**src/rtl/evt_timer_pkg.sv**
```systemverilog
package evt_timer_pkg;
    localparam int DATA_W   = 32;
    localparam int CNT_W    = 29;
    localparam int ADDR_W   = 3;
    localparam int RUN_BIT  = 31;
    localparam int MODE_BIT = 30;
    localparam int CLR_BIT  = 30;
    localparam logic [ADDR_W-1:0] CTRL_OFS = 3'h0;
    localparam logic [ADDR_W-1:0] STAT_OFS = 3'h4;

    typedef enum logic [1:0] {
        ST_IDLE     = 2'd0,
        ST_ONESHOT  = 2'd1,
        ST_PERIODIC = 2'd2
    } tmr_state_e;
endpackage

```
**src/rtl/evt_timer_regif.sv**
```systemverilog
module evt_timer_regif
    import evt_timer_pkg::*;
#(
    parameter int DW = DATA_W,
    parameter int CW = CNT_W,
    parameter int AW = ADDR_W
) (
    input  logic          reg_wr,
    input  logic [AW-1:0] reg_addr,
    input  logic [DW-1:0] reg_wdata,
    input  tmr_state_e    state,
    input  logic [CW-1:0] value,
    input  logic [CW-1:0] count,
    input  logic          irq_flag,
    output logic          ctrl_wr,
    output logic          run_bit,
    output logic          mode_bit,
    output logic [CW-1:0] wr_value,
    output logic          clr_wr,
    output logic [DW-1:0] reg_rdata
);
    assign ctrl_wr  = reg_wr && (reg_addr == CTRL_OFS);
    assign clr_wr   = reg_wr && (reg_addr == STAT_OFS) && reg_wdata[CLR_BIT];
    assign run_bit  = reg_wdata[RUN_BIT];
    assign mode_bit = reg_wdata[MODE_BIT];
    assign wr_value = reg_wdata[CW-1:0];

    always_comb begin
        reg_rdata = '0;
        if (reg_addr == CTRL_OFS) begin
            reg_rdata[CW-1:0]   = value;
            reg_rdata[RUN_BIT]  = (state != ST_IDLE);
            reg_rdata[MODE_BIT] = (state == ST_PERIODIC);
        end else if (reg_addr == STAT_OFS) begin
            reg_rdata[CW-1:0]   = count;
            reg_rdata[CLR_BIT]  = irq_flag;
        end
    end
endmodule

```
**src/rtl/evt_timer_fsm.sv**
```systemverilog
module evt_timer_fsm
    import evt_timer_pkg::*;
(
    input  logic       clk,
    input  logic       rst_n,
    input  logic       tick,
    input  logic       ctrl_wr,
    input  logic       run_bit,
    input  logic       mode_bit,
    input  logic       cnt_zero,
    output tmr_state_e state,
    output logic       running,
    output logic       expire,
    output logic       reload,
    output logic       dec
);
    tmr_state_e state_q, state_d;

    always_comb begin
        state_d = state_q;
        if (ctrl_wr) begin
            if (!run_bit)      state_d = ST_IDLE;
            else if (mode_bit) state_d = ST_PERIODIC;
            else               state_d = ST_ONESHOT;
        end else begin
            unique case (state_q)
                ST_IDLE:     state_d = ST_IDLE;
                ST_ONESHOT:  if (expire) state_d = ST_IDLE;
                ST_PERIODIC: state_d = ST_PERIODIC;
                default:     state_d = ST_IDLE;
            endcase
        end
    end

    always_ff @(posedge clk) begin
        if (!rst_n) state_q <= ST_IDLE;
        else        state_q <= state_d;
    end

    always_comb begin
        running = 1'b0;
        expire  = 1'b0;
        reload  = 1'b0;
        dec     = 1'b0;
        unique case (state_q)
            ST_IDLE: ;
            ST_ONESHOT: begin
                running = 1'b1;
                expire  = tick && !ctrl_wr && cnt_zero;
                dec     = tick && !ctrl_wr && !cnt_zero;
            end
            ST_PERIODIC: begin
                running = 1'b1;
                expire  = tick && !ctrl_wr && cnt_zero;
                reload  = expire;
                dec     = tick && !ctrl_wr && !cnt_zero;
            end
            default: ;
        endcase
    end

    assign state = state_q;

    assert_oneshot_done_R5: assert property (@(posedge clk) disable iff (!rst_n)
        (expire && state_q == ST_ONESHOT) |=> state_q == ST_IDLE);
    assert_periodic_wrap_R6: assert property (@(posedge clk) disable iff (!rst_n)
        (expire && state_q == ST_PERIODIC) |=> state_q == ST_PERIODIC);
    assert_write_wins_R11: assert property (@(posedge clk) disable iff (!rst_n)
        (ctrl_wr && run_bit) |=> state_q != ST_IDLE);
endmodule

```
**src/rtl/evt_timer_counter.sv**
```systemverilog
module evt_timer_counter #(
    parameter int CW = 29
) (
    input  logic          clk,
    input  logic          rst_n,
    input  logic          ctrl_wr,
    input  logic          run_bit,
    input  logic [CW-1:0] wr_value,
    input  logic          dec,
    input  logic          reload,
    output logic [CW-1:0] value,
    output logic [CW-1:0] count,
    output logic          cnt_zero
);
    logic [CW-1:0] value_q, count_q;

    always_ff @(posedge clk) begin
        if (!rst_n) begin
            value_q <= '0;
            count_q <= '0;
        end else begin
            if (ctrl_wr) value_q <= wr_value;
            if (ctrl_wr && run_bit) count_q <= wr_value;
            else if (reload)        count_q <= value_q;
            else if (dec)           count_q <= count_q - 1'b1;
        end
    end

    assign value    = value_q;
    assign count    = count_q;
    assign cnt_zero = (count_q == '0);

    assert_no_underflow_R3: assert property (@(posedge clk) disable iff (!rst_n)
        dec |-> count_q != '0);
    assert_count_hold_R3: assert property (@(posedge clk) disable iff (!rst_n)
        (!ctrl_wr && !dec && !reload) |=> $stable(count_q));
    assert_reload_value_R6: assert property (@(posedge clk) disable iff (!rst_n)
        (reload && !ctrl_wr) |=> count_q == value_q);
endmodule

```
**src/rtl/evt_timer_irq.sv**
```systemverilog
module evt_timer_irq (
    input  logic clk,
    input  logic rst_n,
    input  logic expire,
    input  logic clr_wr,
    output logic irq_flag
);
    always_ff @(posedge clk) begin
        if (!rst_n)      irq_flag <= 1'b0;
        else if (expire) irq_flag <= 1'b1;
        else if (clr_wr) irq_flag <= 1'b0;
    end

    assert_expire_sets_R4: assert property (@(posedge clk) disable iff (!rst_n)
        expire |=> irq_flag);
    assert_irq_sticky_R8: assert property (@(posedge clk) disable iff (!rst_n)
        (irq_flag && !clr_wr) |=> irq_flag);
    assert_expire_beats_clear_R10: assert property (@(posedge clk) disable iff (!rst_n)
        (expire && clr_wr) |=> irq_flag);
endmodule

```
**src/rtl/usec_event_timer.sv**
```systemverilog
module usec_event_timer
    import evt_timer_pkg::*;
#(
    parameter int DW = DATA_W,
    parameter int CW = CNT_W,
    parameter int AW = ADDR_W
) (
    input  logic          clk,
    input  logic          rst_n,
    input  logic          tick,
    input  logic          reg_wr,
    input  logic [AW-1:0] reg_addr,
    input  logic [DW-1:0] reg_wdata,
    output logic [DW-1:0] reg_rdata,
    output logic          irq
);
    tmr_state_e    state;
    logic          ctrl_wr, run_bit, mode_bit, clr_wr;
    logic [CW-1:0] wr_value, value, count;
    logic          cnt_zero, running, expire, reload, dec, irq_flag;

    evt_timer_regif #(.DW(DW), .CW(CW), .AW(AW)) u_regif (
        .reg_wr(reg_wr), .reg_addr(reg_addr), .reg_wdata(reg_wdata),
        .state(state), .value(value), .count(count), .irq_flag(irq_flag),
        .ctrl_wr(ctrl_wr), .run_bit(run_bit), .mode_bit(mode_bit),
        .wr_value(wr_value), .clr_wr(clr_wr), .reg_rdata(reg_rdata)
    );

    evt_timer_fsm u_fsm (
        .clk(clk), .rst_n(rst_n), .tick(tick), .ctrl_wr(ctrl_wr),
        .run_bit(run_bit), .mode_bit(mode_bit), .cnt_zero(cnt_zero),
        .state(state), .running(running), .expire(expire),
        .reload(reload), .dec(dec)
    );

    evt_timer_counter #(.CW(CW)) u_cnt (
        .clk(clk), .rst_n(rst_n), .ctrl_wr(ctrl_wr), .run_bit(run_bit),
        .wr_value(wr_value), .dec(dec), .reload(reload),
        .value(value), .count(count), .cnt_zero(cnt_zero)
    );

    evt_timer_irq u_irq (
        .clk(clk), .rst_n(rst_n), .expire(expire), .clr_wr(clr_wr),
        .irq_flag(irq_flag)
    );

    assign irq = irq_flag;

    assert_irq_fall_needs_clear_R8: assert property (@(posedge clk) disable iff (!rst_n)
        $fell(irq) |-> $past(clr_wr));
    assert_idle_no_count_R7: assert property (@(posedge clk) disable iff (!rst_n)
        (!running && !ctrl_wr) |=> $stable(count));
endmodule

```
**config.mk**
```make
export PLATFORM = sky130hd
export DESIGN_NAME = usec_event_timer
export DESIGN_NICKNAME = d
export VERILOG_FILES = /design/src/rtl/evt_timer_pkg.sv /design/src/rtl/evt_timer_regif.sv /design/src/rtl/evt_timer_fsm.sv /design/src/rtl/evt_timer_counter.sv /design/src/rtl/evt_timer_irq.sv /design/src/rtl/usec_event_timer.sv
export SDC_FILE = /design/constraint.sdc
export NUM_CORES = 1
export LEC_CHECK = 0
export BUFFER_PORTS_ARGS = -buffer_cell sky130_fd_sc_hd__buf_4
export CAP_MARGIN = 40
export CORE_MARGIN = 2
export CORE_UTILIZATION = 60
export DETAILED_ROUTE_END_ITERATION = 8
export PLACE_DENSITY_LB_ADDON = 0.08
export SETUP_SLACK_MARGIN = 0.15
export SLEW_MARGIN = 20
export SYNTH_ARGS = -nofsm -noshare
export SYNTH_HDL_FRONTEND = slang
export SYNTH_HIERARCHICAL = 1
export SYNTH_SLANG_ARGS = --single-unit
```
**constraint.sdc**
```tcl
create_clock -name clk -period 5.62 [get_ports clk]
set_input_delay 0.562 -clock clk [delete_from_list [all_inputs] [get_ports clk]]
set_output_delay 0.562 -clock clk [all_outputs]
set_load 0.01 [all_outputs]
```
After elaboration in Yosys (flattened, before gate mapping)

Index checks and enable logic that the tools add are counted.

Bits in registers: 61
Input bits: 39

Equality and inequality tests: 4
$add $sub $neg: 1
Reductions and logical operators: 15
Multiplexer cells: 18

Operators by type and width:

| kind                                                                  | number |
|---|---|
| 29-bit two-way mux                                                    | 5 |
| 29-bit logical NOT                                                    | 1 |
| 29-bit by 1-bit subtractor with 29-bit output, second input constant  | 1 |
| 1-bit two-way mux                                                     | 8 |
| 2-bit two-way mux                                                     | 4 |
| 1-bit logical AND                                                     | 7 |
| 2-bit one-hot mux with 2 select lines                                 | 1 |
| 2-bit nonzero test                                                    | 2 |
| 3-bit equality test, second input constant                            | 1 |
| 3-bit logical NOT                                                     | 1 |
| 3-bit by 2-bit != test with 1-bit output, second input constant       | 1 |
| 3-bit nonzero test                                                    | 1 |
| 2-bit by 1-bit equality test with 1-bit output, second input constant | 1 |
| 2-bit equality test, second input constant                            | 1 |
| 1-bit logical NOT                                                     | 2 |
| 2-bit OR reduction                                                    | 1 |

Depth between registers and ports, before layout

Word-level depth: 9
Gate-level depth with buffers: 13

By module

Netlist, hierarchy kept.

By module, submodules not included:

| module            | area an instance (um^2) | sequential area each (um^2) | instances | cells an instance |
|---|---|---|---|---|
| evt_timer_counter | 3205.6                  | 1161.1                      | 1         | 392 |
| evt_timer_regif   | 742.0                   | 0.0                         | 1         | 108 |
| evt_timer_fsm     | 183.9                   | 40.0                        | 1         | 19 |
| evt_timer_irq     | 41.3                    | 20.0                        | 1         | 3 |

Worst setup path before layout

OpenSTA, ideal clock, no wires.

Kind: reg2reg
From: register u_cnt.count_q[7], in the netlist u_cnt/count[7]
To: register u_cnt.count_q[11], in the netlist u_cnt/count[11]
Data arrival time: 3.187 ns
Cell stages (with the launch flop): 12
Setup time: 0.091 ns
Period minus slack after synthesis: 3.278 ns
Setup slack: 2.342 ns
Path through: dfxtp_1 -> or4_4 -> or4_4 -> buf_6 -> nor3_1 -> and4b_1 -> clkbuf_1 -> clkbuf_1 -> nand3_1 -> a31oi_1 -> nor2_1 -> a311oi_1

Longest elaborated chain between the ends: 5
Elaborated cells between the ends (all ways): 11

RTL lines:

| what                     | line                    | source |
|---|---|---|
| start: declaration       | evt_timer_counter.sv:15 | `logic [CW-1:0] value_q, count_q;` |
| start signal: assignment | evt_timer_counter.sv:23 | `if (ctrl_wr && run_bit) count_q <= wr_value;` |
| start signal: assignment | evt_timer_counter.sv:24 | `else if (reload) count_q <= value_q;` |
| start signal: assignment | evt_timer_counter.sv:25 | `else if (dec) count_q <= count_q - 1'b1;` |
| 29-bit logical NOT (*)   | evt_timer_counter.sv:31 | `assign cnt_zero = (count_q == '0);` |
| named net cnt_zero       | usec_event_timer.sv:20  | `logic cnt_zero, running, expire, reload, dec, irq_flag;` |
| 1-bit logical AND (*)    | evt_timer_fsm.sv:54     | `expire = tick && !ctrl_wr && cnt_zero;` |
| 1-bit two-way mux (*)    | evt_timer_fsm.sv:45     | `unique case (state_q)` |
| named net reload         | usec_event_timer.sv:20  |  |
| 29-bit two-way mux       | evt_timer_counter.sv:24 |  |
| 29-bit two-way mux       | evt_timer_counter.sv:23 |  |

Mark *: on every way through the listed nets, which the timed path passes. The rest lies on a longest branch. The select of a mux whose other input is x is not followed.
A chain may end at the register's enable or synchronous reset.

Worst setup path after layout

From: register u_cnt.count_q[7], in the netlist u_cnt/count[7]
To: register u_cnt.count_q[19], in the netlist u_cnt/count[19]

Same word-level chain as after synthesis.

==> metrics.yaml <==
global_route:
  gr-usage-all-layers: 0.2984
  globalRouteOverflowTotal: 0
  initial_antenna_violation_count: 0
  grt_max_degree: 44
  grt_pass1_vias: 3750
  global_route_wire_length_before_repair_um: 18080
setup_path:
  criticalPathCategory: "reg2reg"
  critical_path.endpoint: "u_cnt/count[19]"
  worst_r2r_startpoint: "u_cnt/count[7]"
  highest_fanout_seen_on_the_critical_path: 22
  critical_path.startpoint_type: "flop"
  reg2reg_to: "u_cnt/count[19]"
  r2r_setup_slack_ns: 1.59
  crit_required_ns: 5.83
  crit_start: "u_cnt/count[7]"
  worstSetupEndpointType: "flop"
  timing.critical_path.arrival_ns: 4.25
  timing.reg2reg.worst_path_depth: 10
clock_network:
  post_cts_buffers: 0
  numClockSinks: 61
  clock_edge_transition_at_the_registers_on_the_reported_setup_and_hold_paths_ns: 0.07
  cts-resized-gates: 0
  ctsRootBufferMaster: "clkbuf_8"
  cts_tree: "built"
  cts_inserted_buffers: 9
  ctsHtreeMaxLevel: 3
  clock_network_latency_to_the_later_pin_of_the_worst_skew_pair_ns: 0.34
  cts_buffer_depth: 2
  postCtsHoldBufs: 0
sta:
  final.setup_skew_ns: 0.009671
  final_max_slew_viol_count: 0
  worst_pin_slew_ns: 0.7873
  slew_headroom: 0.4703
  layout_worst_path_cycle_share: 0.7178
  max_fclk_ghz: 0.2479
  final-setup-viol-count: 0
  setup_tns_after_final_layout_ns: 0
  hold_viol: 0
  setup_repair_after_global_routing_missed_its_margin: "no"
  hold_ws_ns: 0.4701
  period_needed_ns: 4.034
min_path:
  timing.hold.worst.class: "in2reg"
run:
  maxCapViolations: 0
routing:
  final_antenna_net_count: 0
  drt_first_iter_violations: 361
  drt-wirelength-per-cell_um: 18.11
  vias_per_cell: 6.356
  drc_errors: 0
  detail_route.first_pass.iterations: 5
  postRouteWirelength_um: 11350
  route.vias.total: 3985
final_layout:
  finish.utilization: 0.6878
  antenna_cells: 0
  nNetsFinal: 585
  layout-drive-gt1-share: 0.2048
  final_cell_area_sq_um: 4647
  areaGrowthSynthToFinish_pct: 11.46
die:
  start_util: 0.6170
  io_pins: 72
  floorplan.die.height_um: 87.36
  die_width_um: 87.36
  core_area_sq_um: 6756
  rows: 30
  die-area_sq_um: 7631
synth:
  post_synth_instance_area_sq_um: 4169
  ys.warnings.count: 6
  synth_fp_nets: 564
  synth_area_per_cell_sq_um: 8.002
  synthesis.instances: 521
power:
  post-layout-total-power_w: 0.001078
  power_density_nw_per_um2: 232.0
  ir_drop_v: 0.0001465
  p_leak_nw: 1.950
place:
  port-buffer-count: 69
  place_congestion: 0.8441
  final_hpwl_from_detailed_placement_um: 7129
  post_dp_cell_area_sq_um: 4462
run_status:
  status: "finished clean"
==> where the power goes <==
part | internal (W) | leakage, nW | switching [W] | total [W]
sequential | 0.000446 | 0.494 | 0.0000177 | 0.000463
combinational | 0.000112 | 1.36 | 0.000143 | 0.000255
clock | 0.000182 | 0.0921 | 0.000178 | 0.000360
==> placed cells by master, fill, tap and decap left out, types with 7 or more instances in the layout <==
master,n
o21ai_0,18
or4_1,7
nand3_1,15
buf_4,80
a21oi_1,37
and3_1,11
mux2i_1,61
clkbuf_8,11
dfxtp_1,61
inv_1,9
nor3_1,7
o221ai_1,7
nand2_1,26
nor4_1,9
or3_1,7
nor2_1,76
==> critical path: stages, from the launching register on <==
cell and delay (ns):
dfxtp_1 0.39, or4_4 0.60, or4_4 0.65, nor3_1 0.48, and4b_1 0.30, buf_4 0.25, a21o_1 0.19, or2_2 0.48
nand3_1 0.13, nor4b_1 0.34, nor4_1 0.09
==> cell type report <==
| cell class | count | area [sq um] |
|---|---|---|
| inverter | 9 | 33.78 |
| fill | 584 | 2110 |
| sequential | 61 | 1221 |
| timing repair buffer | 80 | 600.6 |
| clock buffer | 12 | 155.1 |
| clock inverter | 4 | 22.52 |
| multi-input combinational | 381 | 2514 |
| tap | 80 | 100.1 |
==> metal layers <==
metal | wire length, um | up-vias | track usage | share of wire
li1 | - | 1897 | - | -
met1 | 4852 | 1887 | 0.3730 | 0.43
met2 | 5521 | 175 | 0.5227 | 0.49
met3 | 798 | 26 | 0.04171 | 0.070
met4 | 180 | 0 | 0.1021 | 0.016
met5 | 0 | - | 0 | 0
==> metrics by stage <==
step                      worst slack (ns)  cells
after global routing                 1.394    627
after floorplan                      2.342    521
after detailed placement             1.696    610
after CTS                            1.665    626
after global placement               1.804    610
final                                1.586    627
==> worst min-delay path by stage <==
stage | startpoint | end | slack (ns) | cells past startpoint
2_1_floorplan | u_cnt/value[16] | u_cnt/value[16] | 0.47 | 2
3_3_place_gp | u_cnt/value[27] | u_cnt/value[27] | 0.49 | 2
3_5_place_dp | u_cnt/value[15] | u_cnt/value[15] | 0.51 | 2
4_1_cts | reg_wdata[28] | u_cnt/count[28] | 0.46 | 3
5_1_grt | reg_wdata[1] | u_cnt/value[1] | 0.48 | 3
6_report | reg_wdata[6] | u_cnt/value[6] | 0.47 | 3
==> state kept, by name, summed over array words and instances (netlist names) <==
name            count
u_cnt/value        29
u_fsm/state         2
u_cnt/count        29
u_irq/irq_flag      1
No activity file was read; power rests on OpenSTA's default activity.
